--- src/rtl/lba_pkg.sv ---
package lba_pkg;

    // Default geometry of the allocator
    localparam int WIN_DEF   = 16;  // in-flight window slots
    localparam int NLOG_DEF  = 8;   // logical registers
    localparam int NPHYS_DEF = 8;   // physical registers beyond committed state

    // Outcome of one completion request
    typedef enum logic [2:0] {
        RSP_NONE,    // no request or tag not live
        RSP_HELD,    // already bound, same register returned
        RSP_FREE,    // taken from the free pool
        RSP_STEAL,   // taken from a younger finished instruction
        RSP_RETRY    // nothing available, re-execute later
    } rsp_e;

    // Distance of a window slot from the head (0 = oldest)
    function automatic int unsigned lba_age(int unsigned idx, int unsigned head,
                                            int unsigned win);
        return (idx + win - head) % win;
    endfunction

endpackage

--- src/rtl/lba_free_pool.sv ---
module lba_free_pool #(
    parameter  int NLOG  = lba_pkg::NLOG_DEF,
    parameter  int NPHYS = lba_pkg::NPHYS_DEF,
    localparam int PREGS = NLOG + NPHYS,
    localparam int PW    = $clog2(PREGS),
    localparam int CW    = $clog2(PREGS + 1)
) (
    input  logic          clk,
    input  logic          rst,
    input  logic          rel_valid,
    input  logic [PW-1:0] rel_id,
    input  logic          take_valid,
    input  logic [PW-1:0] take_id,
    output logic          pick_valid,
    output logic [PW-1:0] pick_id,
    output logic [CW-1:0] avail_cnt,
    output logic [CW-1:0] free_cnt
);

    logic [PREGS-1:0] free_q;
    logic [PREGS-1:0] rel_mask;
    logic [PREGS-1:0] take_mask;
    logic [PREGS-1:0] eff_free;

    assign rel_mask  = rel_valid  ? (PREGS'(1) << rel_id)  : '0;
    assign take_mask = take_valid ? (PREGS'(1) << take_id) : '0;
    // a release in this cycle is visible to this cycle's allocation
    assign eff_free  = free_q | rel_mask;

    always_comb begin
        pick_id = '0;
        for (int i = PREGS - 1; i >= 0; i--) begin
            if (eff_free[i]) pick_id = PW'(i);
        end
        pick_valid = |eff_free;
    end

    always_comb begin
        avail_cnt = '0;
        free_cnt  = '0;
        for (int i = 0; i < PREGS; i++) begin
            avail_cnt = avail_cnt + CW'(eff_free[i]);
            free_cnt  = free_cnt + CW'(free_q[i]);
        end
    end

    always_ff @(posedge clk) begin
        if (rst) begin
            for (int i = 0; i < PREGS; i++) free_q[i] <= (i >= NLOG);
        end else begin
            free_q <= eff_free & ~take_mask;
        end
    end

    // an allocation only ever takes a register that is free this cycle
    p_take_free_r2: assert property (@(posedge clk) disable iff (rst)
        take_valid |-> eff_free[take_id]);

    // a register coming back from commit was not already in the pool
    p_no_double_free_r7: assert property (@(posedge clk) disable iff (rst)
        rel_valid |-> !free_q[rel_id]);

endmodule

--- src/rtl/lba_victim_pick.sv ---
module lba_victim_pick #(
    parameter  int WIN = lba_pkg::WIN_DEF,
    localparam int VW  = $clog2(WIN)
) (
    input  logic [WIN-1:0] held_vec,
    input  logic [VW-1:0]  head,
    input  logic [VW-1:0]  req_idx,
    output logic           found,
    output logic [VW-1:0]  victim
);
    import lba_pkg::*;

    int unsigned req_age;
    int unsigned best_age;
    int unsigned cand_age;

    always_comb begin
        req_age  = lba_age(int'(req_idx), int'(head), WIN);
        found    = 1'b0;
        victim   = '0;
        best_age = 0;
        cand_age = 0;
        for (int i = 0; i < WIN; i++) begin
            cand_age = lba_age(i, int'(head), WIN);
            if (held_vec[i] && cand_age > req_age && (!found || cand_age > best_age)) begin
                found    = 1'b1;
                best_age = cand_age;
                victim   = VW'(i);
            end
        end
    end

endmodule

--- src/rtl/lba_window.sv ---
module lba_window #(
    parameter  int WIN   = lba_pkg::WIN_DEF,
    parameter  int NLOG  = lba_pkg::NLOG_DEF,
    parameter  int NPHYS = lba_pkg::NPHYS_DEF,
    localparam int VW    = $clog2(WIN),
    localparam int PW    = $clog2(NLOG + NPHYS),
    localparam int LW    = $clog2(NLOG)
) (
    input  logic                    clk,
    input  logic                    rst,
    input  logic                    ren_fire,
    input  logic [LW-1:0]           ren_lreg,
    input  logic                    bind_valid,
    input  logic [VW-1:0]           bind_idx,
    input  logic [PW-1:0]           bind_preg,
    input  logic                    unbind_valid,
    input  logic [VW-1:0]           unbind_idx,
    input  logic                    cmt_fire,
    output logic [VW-1:0]           head,
    output logic [VW-1:0]           tail,
    output logic [VW:0]             cnt,
    output logic [WIN-1:0]          live_vec,
    output logic [WIN-1:0]          bound_vec,
    output logic [WIN-1:0][PW-1:0]  preg_arr,
    output logic [WIN-1:0][LW-1:0]  lreg_arr
);

    always_ff @(posedge clk) begin
        if (rst) begin
            head      <= '0;
            tail      <= '0;
            cnt       <= '0;
            live_vec  <= '0;
            bound_vec <= '0;
            preg_arr  <= '0;
            lreg_arr  <= '0;
        end else begin
            if (ren_fire) begin
                live_vec[tail]  <= 1'b1;
                bound_vec[tail] <= 1'b0;
                lreg_arr[tail]  <= ren_lreg;
                tail            <= tail + 1'b1;
            end
            if (bind_valid) begin
                bound_vec[bind_idx] <= 1'b1;
                preg_arr[bind_idx]  <= bind_preg;
            end
            if (unbind_valid) begin
                bound_vec[unbind_idx] <= 1'b0;
            end
            if (cmt_fire) begin
                live_vec[head]  <= 1'b0;
                bound_vec[head] <= 1'b0;
                head            <= head + 1'b1;
            end
            cnt <= cnt + (VW+1)'(ren_fire) - (VW+1)'(cmt_fire);
        end
    end

    // pairwise search for a register shared by two live bindings
    logic dup;
    always_comb begin
        dup = 1'b0;
        for (int i = 0; i < WIN; i++) begin
            for (int j = i + 1; j < WIN; j++) begin
                if (live_vec[i] && bound_vec[i] && live_vec[j] && bound_vec[j] &&
                    preg_arr[i] == preg_arr[j])
                    dup = 1'b1;
            end
        end
    end

    // occupancy never passes the window size
    p_cnt_cap_r1: assert property (@(posedge clk) disable iff (rst)
        cnt <= (VW+1)'(WIN));

    // a new binding lands on a live slot that holds nothing yet
    p_bind_fresh_r2: assert property (@(posedge clk) disable iff (rst)
        bind_valid |-> (live_vec[bind_idx] && !bound_vec[bind_idx]));

    // only a slot that holds a register can be robbed
    p_unbind_held_r5: assert property (@(posedge clk) disable iff (rst)
        unbind_valid |-> bound_vec[unbind_idx]);

    // retiring moves the head by exactly one slot
    p_head_step_r7: assert property (@(posedge clk) disable iff (rst)
        cmt_fire |=> head == $past(head) + 1'b1);

    // bindings of live tags are pairwise distinct
    p_unique_r10: assert property (@(posedge clk) disable iff (rst) !dup);

endmodule

--- src/rtl/lba_alloc.sv ---
module lba_alloc #(
    parameter  int WIN   = lba_pkg::WIN_DEF,
    parameter  int NLOG  = lba_pkg::NLOG_DEF,
    parameter  int NPHYS = lba_pkg::NPHYS_DEF,
    localparam int VW    = $clog2(WIN),
    localparam int PREGS = NLOG + NPHYS,
    localparam int PW    = $clog2(PREGS),
    localparam int LW    = $clog2(NLOG),
    localparam int CW    = $clog2(PREGS + 1)
) (
    input  logic          clk,
    input  logic          rst,
    input  logic          steal_mode,
    input  logic          ren_valid,
    input  logic [LW-1:0] ren_lreg,
    output logic          ren_ready,
    output logic [VW-1:0] ren_vtag,
    input  logic          cmp_valid,
    input  logic [VW-1:0] cmp_vtag,
    output logic          cmp_grant,
    output logic          cmp_retry,
    output logic [PW-1:0] cmp_preg,
    input  logic          cmt_valid,
    output logic          cmt_done,
    input  logic [VW-1:0] lkp_vtag,
    output logic          lkp_hit,
    output logic [PW-1:0] lkp_preg,
    output logic          rvk_valid,
    output logic [VW-1:0] rvk_vtag
);
    import lba_pkg::*;

    // window state
    logic [VW-1:0]          head, tail;
    logic [VW:0]            cnt;
    logic [WIN-1:0]         live_vec, bound_vec;
    logic [WIN-1:0][PW-1:0] preg_arr;
    logic [WIN-1:0][LW-1:0] lreg_arr;

    // pool interface
    logic          pick_valid;
    logic [PW-1:0] pick_id;
    logic [CW-1:0] avail_cnt, free_cnt;
    logic          rel_valid;
    logic [PW-1:0] rel_id;

    // victim search
    logic          vic_found;
    logic [VW-1:0] vic_idx;

    // committed mapping: logical register -> physical register
    logic [NLOG-1:0][PW-1:0] arch_map;

    logic          ren_fire, cmt_fire;
    logic [VW-1:0] eff_head;
    logic          is_oldest, room_ok;
    rsp_e          rsp;

    assign ren_ready = cnt < (VW+1)'(WIN);
    assign ren_fire  = ren_valid && ren_ready;
    assign ren_vtag  = tail;

    assign cmt_fire  = cmt_valid && live_vec[head] && bound_vec[head];
    assign cmt_done  = cmt_fire;
    assign rel_valid = cmt_fire;
    assign rel_id    = arch_map[lreg_arr[head]];

    // the oldest instruction as seen after this cycle's commit
    assign eff_head  = cmt_fire ? head + 1'b1 : head;
    assign is_oldest = (cmp_vtag == eff_head);

    always_comb begin
        if (steal_mode || is_oldest) room_ok = pick_valid;
        else                         room_ok = avail_cnt >= CW'(2);
    end

    always_comb begin
        rsp = RSP_NONE;
        if (cmp_valid && live_vec[cmp_vtag]) begin
            if (bound_vec[cmp_vtag])        rsp = RSP_HELD;
            else if (room_ok)               rsp = RSP_FREE;
            else if (steal_mode && vic_found) rsp = RSP_STEAL;
            else                            rsp = RSP_RETRY;
        end
    end

    always_comb begin
        case (rsp)
            RSP_HELD:  cmp_preg = preg_arr[cmp_vtag];
            RSP_FREE:  cmp_preg = pick_id;
            RSP_STEAL: cmp_preg = preg_arr[vic_idx];
            default:   cmp_preg = '0;
        endcase
    end

    assign cmp_grant = (rsp == RSP_HELD) || (rsp == RSP_FREE) || (rsp == RSP_STEAL);
    assign cmp_retry = (rsp == RSP_RETRY);
    assign rvk_valid = (rsp == RSP_STEAL);
    assign rvk_vtag  = (rsp == RSP_STEAL) ? vic_idx : '0;

    assign lkp_hit   = live_vec[lkp_vtag] && bound_vec[lkp_vtag];
    assign lkp_preg  = lkp_hit ? preg_arr[lkp_vtag] : '0;

    always_ff @(posedge clk) begin
        if (rst) begin
            for (int i = 0; i < NLOG; i++) arch_map[i] <= PW'(i);
        end else if (cmt_fire) begin
            arch_map[lreg_arr[head]] <= preg_arr[head];
        end
    end

    lba_window #(.WIN(WIN), .NLOG(NLOG), .NPHYS(NPHYS)) u_window (
        .clk          (clk),
        .rst          (rst),
        .ren_fire     (ren_fire),
        .ren_lreg     (ren_lreg),
        .bind_valid   ((rsp == RSP_FREE) || (rsp == RSP_STEAL)),
        .bind_idx     (cmp_vtag),
        .bind_preg    (cmp_preg),
        .unbind_valid (rsp == RSP_STEAL),
        .unbind_idx   (vic_idx),
        .cmt_fire     (cmt_fire),
        .head         (head),
        .tail         (tail),
        .cnt          (cnt),
        .live_vec     (live_vec),
        .bound_vec    (bound_vec),
        .preg_arr     (preg_arr),
        .lreg_arr     (lreg_arr)
    );

    lba_free_pool #(.NLOG(NLOG), .NPHYS(NPHYS)) u_pool (
        .clk        (clk),
        .rst        (rst),
        .rel_valid  (rel_valid),
        .rel_id     (rel_id),
        .take_valid (rsp == RSP_FREE),
        .take_id    (pick_id),
        .pick_valid (pick_valid),
        .pick_id    (pick_id),
        .avail_cnt  (avail_cnt),
        .free_cnt   (free_cnt)
    );

    lba_victim_pick #(.WIN(WIN)) u_victim (
        .held_vec (live_vec & bound_vec),
        .head     (head),
        .req_idx  (cmp_vtag),
        .found    (vic_found),
        .victim   (vic_idx)
    );

    // one answer per request
    p_excl_r2: assert property (@(posedge clk) disable iff (rst)
        !(cmp_grant && cmp_retry));

    // in reserving mode the oldest live instruction is never refused
    p_oldest_grant_r3: assert property (@(posedge clk) disable iff (rst)
        (!steal_mode && cmp_valid && live_vec[cmp_vtag] && is_oldest) |-> cmp_grant);

    // the mode input is static outside reset
    p_mode_static_r3: assert property (@(posedge clk) disable iff (rst)
        $stable(steal_mode));

    // the kept-back register exists while the oldest is unbound
    p_oldest_free_r4: assert property (@(posedge clk) disable iff (rst)
        (!steal_mode && cnt != '0 && !bound_vec[head]) |-> free_cnt >= CW'(1));

    // a revoked tag is younger than the requester it served
    p_rvk_younger_r5: assert property (@(posedge clk) disable iff (rst)
        rvk_valid |-> lba_age(int'(rvk_vtag), int'(head), WIN) >
                      lba_age(int'(cmp_vtag), int'(head), WIN));

    // stealing happens only when the pool is empty
    p_steal_empty_r5: assert property (@(posedge clk) disable iff (rst)
        rvk_valid |-> (steal_mode && avail_cnt == '0));

endmodule

--- config.mk ---
export PLATFORM = sky130hd
export DESIGN_NAME = lba_alloc
export DESIGN_NICKNAME = d
export VERILOG_FILES = /design/src/rtl/lba_pkg.sv /design/src/rtl/lba_free_pool.sv /design/src/rtl/lba_victim_pick.sv /design/src/rtl/lba_window.sv /design/src/rtl/lba_alloc.sv
export SDC_FILE = /design/constraint.sdc
export NUM_CORES = 1
export LEC_CHECK = 0
export BUFFER_PORTS_ARGS = -buffer_cell sky130_fd_sc_hd__buf_2
export CORE_MARGIN = 2
export CORE_UTILIZATION = 40
export DETAILED_ROUTE_END_ITERATION = 7
export PLACE_DENSITY_LB_ADDON = 0.25
export SLEW_MARGIN = 20
export SYNTH_ARGS = -nofsm -noshare
export SYNTH_HDL_FRONTEND = slang
export SYNTH_SLANG_ARGS = --single-unit
--- constraint.sdc ---
create_clock -name clk -period 138.6 [get_ports clk]
set_input_delay 27.72 -clock clk [delete_from_list [all_inputs] [get_ports clk]]
set_output_delay 27.72 -clock clk [all_outputs]
set_load 0.005 [all_outputs]
Yosys cells after proc, flatten, opt, wreduce, memory -nomap -nowiden:

Index checks and enable logic that the tools add are counted.

* add/sub/neg operators: 37
* $lt $le $gt $ge: 44
* equal/unequal tests: 5
* shift operators: 2
* multiplexer cells: 124
* bitwise gates (word level): 13
* reductions and logical operators: 77

Operators with widths (number)
* $mux 4: 49
* $mux 16: 12
* $gt 4x4->1: 31
* $and 16x16->16: 6
* $add 5x1->5: 15
* $bmux 4 s4: 4
* $bwmux 64: 1
* $not 16->16: 4
* $bwmux 48: 1
* $or 16x16->16: 3
* $logic_and 1x1->1: 42
* $bwmux 32: 1
* $shl 1x4->16 const A: 2
* $sub 4x4->4 const A: 8
* $mux 3: 10
* $mux 1: 28
* $lt 4x5->1 const B: 5
* $bmux 1 s4: 6
* $logic_or 1x1->1: 19
* $demux 1 s4: 4
* $demux 4 s4: 1
* $ge 4x1->1 const B: 4
* $reduce_or 16->1: 1
* $sub 3x4->4 const A: 4
* 21 further kinds: 41

* flip-flop bits (word level): 205
* input port bits: 17
* output and inout port bits: 22

Logic depth before layout (Yosys ltp):

* depth in word-level cells: 79
* mapped depth: 163
* depth with buffers taken out: 153

Hierarchy:

A second synthesis with hierarchy kept.

* cells, all modules: 1847
* area, all modules: 17428.0 µm²

Modules (own cells, without submodules)
* lba_window: instances 1, cells each 627, area each 6571.3 µm²
* lba_alloc: instances 1, cells each 446, area each 4936.0 µm²
* lba_victim_pick: instances 1, cells each 573, area each 4139.0 µm²
* lba_free_pool: instances 1, cells each 201, area each 1781.7 µm²

Worst setup path before layout:

OpenSTA, ideal clock, no wires.

* path kind: input to output
* start point: input cmp_vtag[0]
* end point: output cmp_preg[3]
* arrival: 55.037 ns
* data required time: 110.880 ns
* path slack: 55.843 ns
* stages on the path: 151
* cells stage by stage: buf_1 buf_1 clkbuf_1 inv_1 ha_1 inv_1 a21o_1 a21oi_1 xnor2_1 ha_1 o31a_4 nor2_1 nand2_1 ha_1 a21oi_1 o21ai_0 o31a_1 nand2_1 [115 not listed] a41o_1 a21o_1 clkbuf_1 and2_1 a221o_1 ha_1 o21a_1 o21a_1 o21ai_0 o21a_1 o211ai_1 nand2_1 nand3_1 nor2_1 a31oi_1 a41oi_2 buf_2 nand2_1

* word-level cells in the longest chain between the ends: 72
* elaborated cells between the ends (all ways): 161

Ends and longest elaborated chain
* from (decl): line lba_alloc.sv:19 `input logic [VW-1:0] cmp_vtag,`
* $add 4x1->4: line lba_pkg.sv:20 `return (idx + win - head) % win;`
* $sub 4x4->4: line lba_pkg.sv:20
* $gt 4x4->1: line lba_victim_pick.sv:25 `if (held_vec[i] && cand_age > req_age && (!found || cand_age > best_age)) begin`
* $logic_and 1x1->1: line lba_victim_pick.sv:25
* $mux 4 / $mux 1 (equally long branches): line lba_victim_pick.sv:25
* $gt 4x4->1 / $logic_not 1->1 (equally long branches): line lba_victim_pick.sv:25
* $logic_or 1x1->1: line lba_victim_pick.sv:25
* $logic_and 1x1->1: line lba_victim_pick.sv:25
* [56 not listed]
* $mux 1: line lba_victim_pick.sv:25
* $logic_and 1x1->1: line lba_alloc.sv:82 `else if (steal_mode && vic_found) rsp = RSP_STEAL;`
* $mux 3: line lba_alloc.sv:82
* $mux 3: line lba_alloc.sv:81 `else if (room_ok) rsp = RSP_FREE;`
* $mux 3: line lba_alloc.sv:80 `if (bound_vec[cmp_vtag]) rsp = RSP_HELD;`
* $mux 3: line lba_alloc.sv:79 `if (cmp_valid && live_vec[cmp_vtag]) begin`
* $eq 3x2->1 / $eq 3x1->1 (equally long branches): line lba_alloc.sv:88 `case (rsp)`
* $pmux 4 s3 (*): line lba_alloc.sv:88
* to (decl): line lba_alloc.sv:22 `output logic [PW-1:0] cmp_preg,`

Every way passes the cells marked *; elsewhere a longest branch is shown, timed or not. The select of a mux whose other input is x is not followed.

Worst setup path in the final report:

* start point: input cmp_vtag[0]
* end point: output cmp_preg[1]

Same word-level chain as after synthesis.

==> flow_summary.yaml <==
cells_and_area:
  area_growth_pct: 7.47
  fill_cells: 4076
  final_core_area_utilization_pct: 43.7
  proportion_of_layout_cells_with_a_drive_suffix_above_1_pct: 13.5
  final_nets: 2035
  num_antenna_cells: 0
global_routing:
  grt_pass1_wl_mm: 89.8
  vias_in_the_first_global_route: 15000
  grt_usage_pct: 26.1
  number_of_antenna_violations_at_the_first_check_in_global_routing: 1
  globalRouteOverflowTotal: 0
  pin_count_of_the_biggest_net_entering_global_routing: 86
setup_path:
  end_kind: "primary output"
  r2r_worst_path_depth: 145
  critPathKind: "input port to primary output"
  crit_path_start_kind: "input port"
  critical_path_arrival_ns: 58.38
  cp.required_ns: 110.88
  crit_fanout: 31
  crit_slowest_cell: "sky130_fd_sc_hd__a41oi_1"
  cp_common_cell: "sky130_fd_sc_hd__o21a_1"
  critPathMaxStageDelay_ns: 0.69
clock_tree:
  cts_hold_buf: 0
  clk_pin_slew_worst_paths_ns: 0.06
  numCtsBuffers: 23
  cts_root_buf: "sky130_fd_sc_hd__clkbuf_16"
  tritoncts: "done"
  cts_setup_buffers: 0
  number_of_buffers_on_the_longest_clock_path: 3
  post_cts_resized: 0
  clkSinkCount: 205
  h-tree-depth: 1
  worstSkewPairLatency_ns: 0.55
logic_synthesis:
  synthesis.area_per_instance_um2: 8.71
  postSynthCellCount: 1912
  synth.lib_cells_used.distinct: 109
  yosysWarnings: 0
  yosys_most_used_dff: "sky130_fd_sc_hd__dfxtp_1"
  mappedNetlistNets: 2059
  synth-seq-area-share_pct: 24.6
  yosys_register_bits: 205
  synthArstFlopShare_pct: 0
  synth_edf_count: 0
  synthesis.area_um2: 16700
timing:
  fin_tns_setup_ns: 0
  finalHoldViolations: 0
  rsz0062_at_grt: "no"
  final_setup_violation_count: 0
  setup_slack_ns: 52.50
  post-route-min-period_ns: 86.10
  hold_ws_ns: 0.452
  finClkSkew_ns: 0.0126
  fin_max_slew_vios: 0
  max_clock_freq_mhz: 11.6
  worst_slew_pin_slew_ns: 1.10
  max_transition_margin_pct: 26.6
  period_share_pct: 62.1
floorplanning:
  io-pin-count: 39
  dieArea_um2: 43300
  floorplan.die.width_um: 208
  floorplan.die.height_um: 208
  floorplan.rows: 74
  start_util_pct: 40.7
  core_area_um2: 40900
placed_design:
  buffer_ports.inserted: 38
  place_congestion: 0.962
  detailedPlace.worstSlack_ns: 53.08
  detailedPlacementHpwl_mm: 41.8
detailed_routing:
  vias: 15500
  dr.first_iter.drc_count: 1832
  ant_nets: 0
  vias_per_cell: 6.39
  first_drt_pass_iteration_count: 6
  drt-total-wl_mm: 57.7
  drt_drc_violations_left: 0
  route.detailed.wl_per_inst_um: 23.7
pwr:
  power_density_nw_per_um2: 7.91
  worst_vdd_ir_mv: 0.00721
  static-leakage-power_nw: 6.91
hold_path:
  holdPathStages: 2
  hold_path.class: "flop to flop"
run_status:
  status: "finished, final reports clean"
job:
  timing.max_cap.violations: 0
## cell usage in the layout, fill, tap and decap left out, types with 9 or more instances in the layout
cell                        instances
sky130_fd_sc_hd__mux2i_1           86
sky130_fd_sc_hd__buf_4             19
sky130_fd_sc_hd__nand3_1           55
sky130_fd_sc_hd__nand2_1          206
sky130_fd_sc_hd__and4_1            23
sky130_fd_sc_hd__nor2b_1           32
sky130_fd_sc_hd__xnor2_1           16
sky130_fd_sc_hd__and3_1            16
sky130_fd_sc_hd__inv_1             84
sky130_fd_sc_hd__a21o_1            21
sky130_fd_sc_hd__nand4_1           23
sky130_fd_sc_hd__and2_1            15
sky130_fd_sc_hd__a31oi_1           21
sky130_fd_sc_hd__fa_1              13
sky130_fd_sc_hd__ha_1             117
sky130_fd_sc_hd__nor3_1            14
sky130_fd_sc_hd__dfxtp_1          203
sky130_fd_sc_hd__clkbuf_16         23
sky130_fd_sc_hd__a21oi_1          172
sky130_fd_sc_hd__o211ai_1          13
sky130_fd_sc_hd__mux4_2            81
sky130_fd_sc_hd__o21ai_0          106
sky130_fd_sc_hd__a211oi_1          43
sky130_fd_sc_hd__xor2_1             9
sky130_fd_sc_hd__o21a_1            32
sky130_fd_sc_hd__buf_2             37
sky130_fd_sc_hd__nor2_1           177
sky130_fd_sc_hd__mux2_2            14
sky130_fd_sc_hd__o22ai_1           10
sky130_fd_sc_hd__a21oi_2           10
sky130_fd_sc_hd__a22oi_1           10
## final timing paths
kind,slack (ns),to,startpoint
min reg2reg,0.45,u_window.lreg_arr[26],u_window.lreg_arr[26]
max,52.50,cmp_preg[1],cmp_vtag[0]
min,0.45,u_window.lreg_arr[26],u_window.lreg_arr[26]
max reg2reg,107.26,u_window.preg_arr[57],u_window.head[0]
## layout make-up
cell class	count	area (µm²)	share of cell area (%)
Inverter	88	330	1.85
Tap cell	532	666	3.72
Multi-Input combinational cell	1514	11700	65.5
Clock inverter	8	105	0.587
Sequential cell	205	4110	22.9
Timing Repair Buffer	56	328	1.83
Clock buffer	32	639	3.57
## state kept, by name, indices dropped and copies added (netlist names)
register,flops
arch_map,32
u_pool.free_q,16
u_window.bound_vec,16
u_window.cnt,5
u_window.head,4
u_window.live_vec,16
u_window.lreg_arr,48
u_window.preg_arr,64
u_window.tail,4
## per-layer routing
metal	up-vias	share of wire (%)	global-route usage (%)
met5	-	0	0
met4	0	4.4	11.0
met3	158	8.1	4.50
met2	740	46	42.3
met1	7556	42	34.4
li1	7095	-	-
## critical path, delay by kind of cell
family / cells / cell delay [ns]
buffers and inverters: 9 / 1.42
and+or+nand+nor: 40 / 6.36
AOI/OAI and AO/OA: 79 / 16.66
adders and majority gates: 18 / 5.37
muxes: 2 / 0.79
## cells by family (layout without fill, tap and decap cells)
kind of cell    count (synthesis)  count (layout)  share of synthesized area (%)
compound gates                563             563                           23.3
xor+xnor                       32              32                           2.18
fa+ha+maj                     130             130                           10.4
buf+inv                       193             184                           4.99
flops                         205             205                           24.6
mux                           184             184                           17.3
simple gates                  605             605                           17.3
## power by group
group	switching (mW)	internal (mW)	total (mW)	leakage [nW]
registers	0.000815	0.0600	0.0608	1.65
logic	0.0120	0.00663	0.0186	4.89
clock network	0.0261	0.0360	0.0622	0.370
total	0.0389	0.103	0.142	6.91
## stage by stage
stage | total power, mW | instances | area [µm²]
floorplan | 0.0755 | 1912 | 16700
global placement | 0.0802 | 2395 | 17200
detailed placement | 0.0803 | 2395 | 17200
CTS | 0.142 | 2435 | 17900
global route | 0.147 | 2435 | 17900
finish | 0.142 | 2435 | 17900
## cells in the mapped netlist, types with 6 or more instances
cell type                  number  area share, %
sky130_fd_sc_hd__nand3_1       55            1.7
sky130_fd_sc_hd__buf_4          6           0.27
sky130_fd_sc_hd__a22oi_1       10           0.45
sky130_fd_sc_hd__clkbuf_1      68            1.5
sky130_fd_sc_hd__a211oi_1      43            1.9
sky130_fd_sc_hd__a221oi_1       7           0.37
sky130_fd_sc_hd__a21oi_1      172            5.2
sky130_fd_sc_hd__and3_1        16           0.60
sky130_fd_sc_hd__nor3_1        14           0.42
sky130_fd_sc_hd__buf_1          9           0.20
sky130_fd_sc_hd__nand4_1       23           0.86
sky130_fd_sc_hd__nand2_1      206            4.6
sky130_fd_sc_hd__nor2b_1       33            1.2
sky130_fd_sc_hd__a31oi_1       21           0.79
sky130_fd_sc_hd__a21o_1        21           0.95
sky130_fd_sc_hd__nand2b_1       8           0.30
sky130_fd_sc_hd__buf_6          9           0.61
sky130_fd_sc_hd__o22ai_1       10           0.38
sky130_fd_sc_hd__and2_1        15           0.56
sky130_fd_sc_hd__inv_1         85            1.9
sky130_fd_sc_hd__nor2_1       178            4.0
sky130_fd_sc_hd__o211ai_1      13           0.59
sky130_fd_sc_hd__buf_2         12           0.36
sky130_fd_sc_hd__xnor2_1       16           0.84
sky130_fd_sc_hd__a21oi_2       10           0.53
sky130_fd_sc_hd__o21a_1        32            1.4
sky130_fd_sc_hd__dfxtp_1      205             25
sky130_fd_sc_hd__mux2_2        14           0.95
sky130_fd_sc_hd__o21ai_0      107            3.2
sky130_fd_sc_hd__a311oi_1       6           0.32
sky130_fd_sc_hd__mux4_2        81             11
sky130_fd_sc_hd__ha_1         117            8.8
sky130_fd_sc_hd__mux2i_1       86            5.2
sky130_fd_sc_hd__xor2_1         9           0.47
sky130_fd_sc_hd__o31a_1         7           0.37
sky130_fd_sc_hd__nor4_1         8           0.30
sky130_fd_sc_hd__o221ai_1       6           0.32
sky130_fd_sc_hd__fa_1          13            1.6
sky130_fd_sc_hd__and4_1        23            1.2
sky130_fd_sc_hd__o22a_1         6           0.32
(Power assumes the default switching activity.)
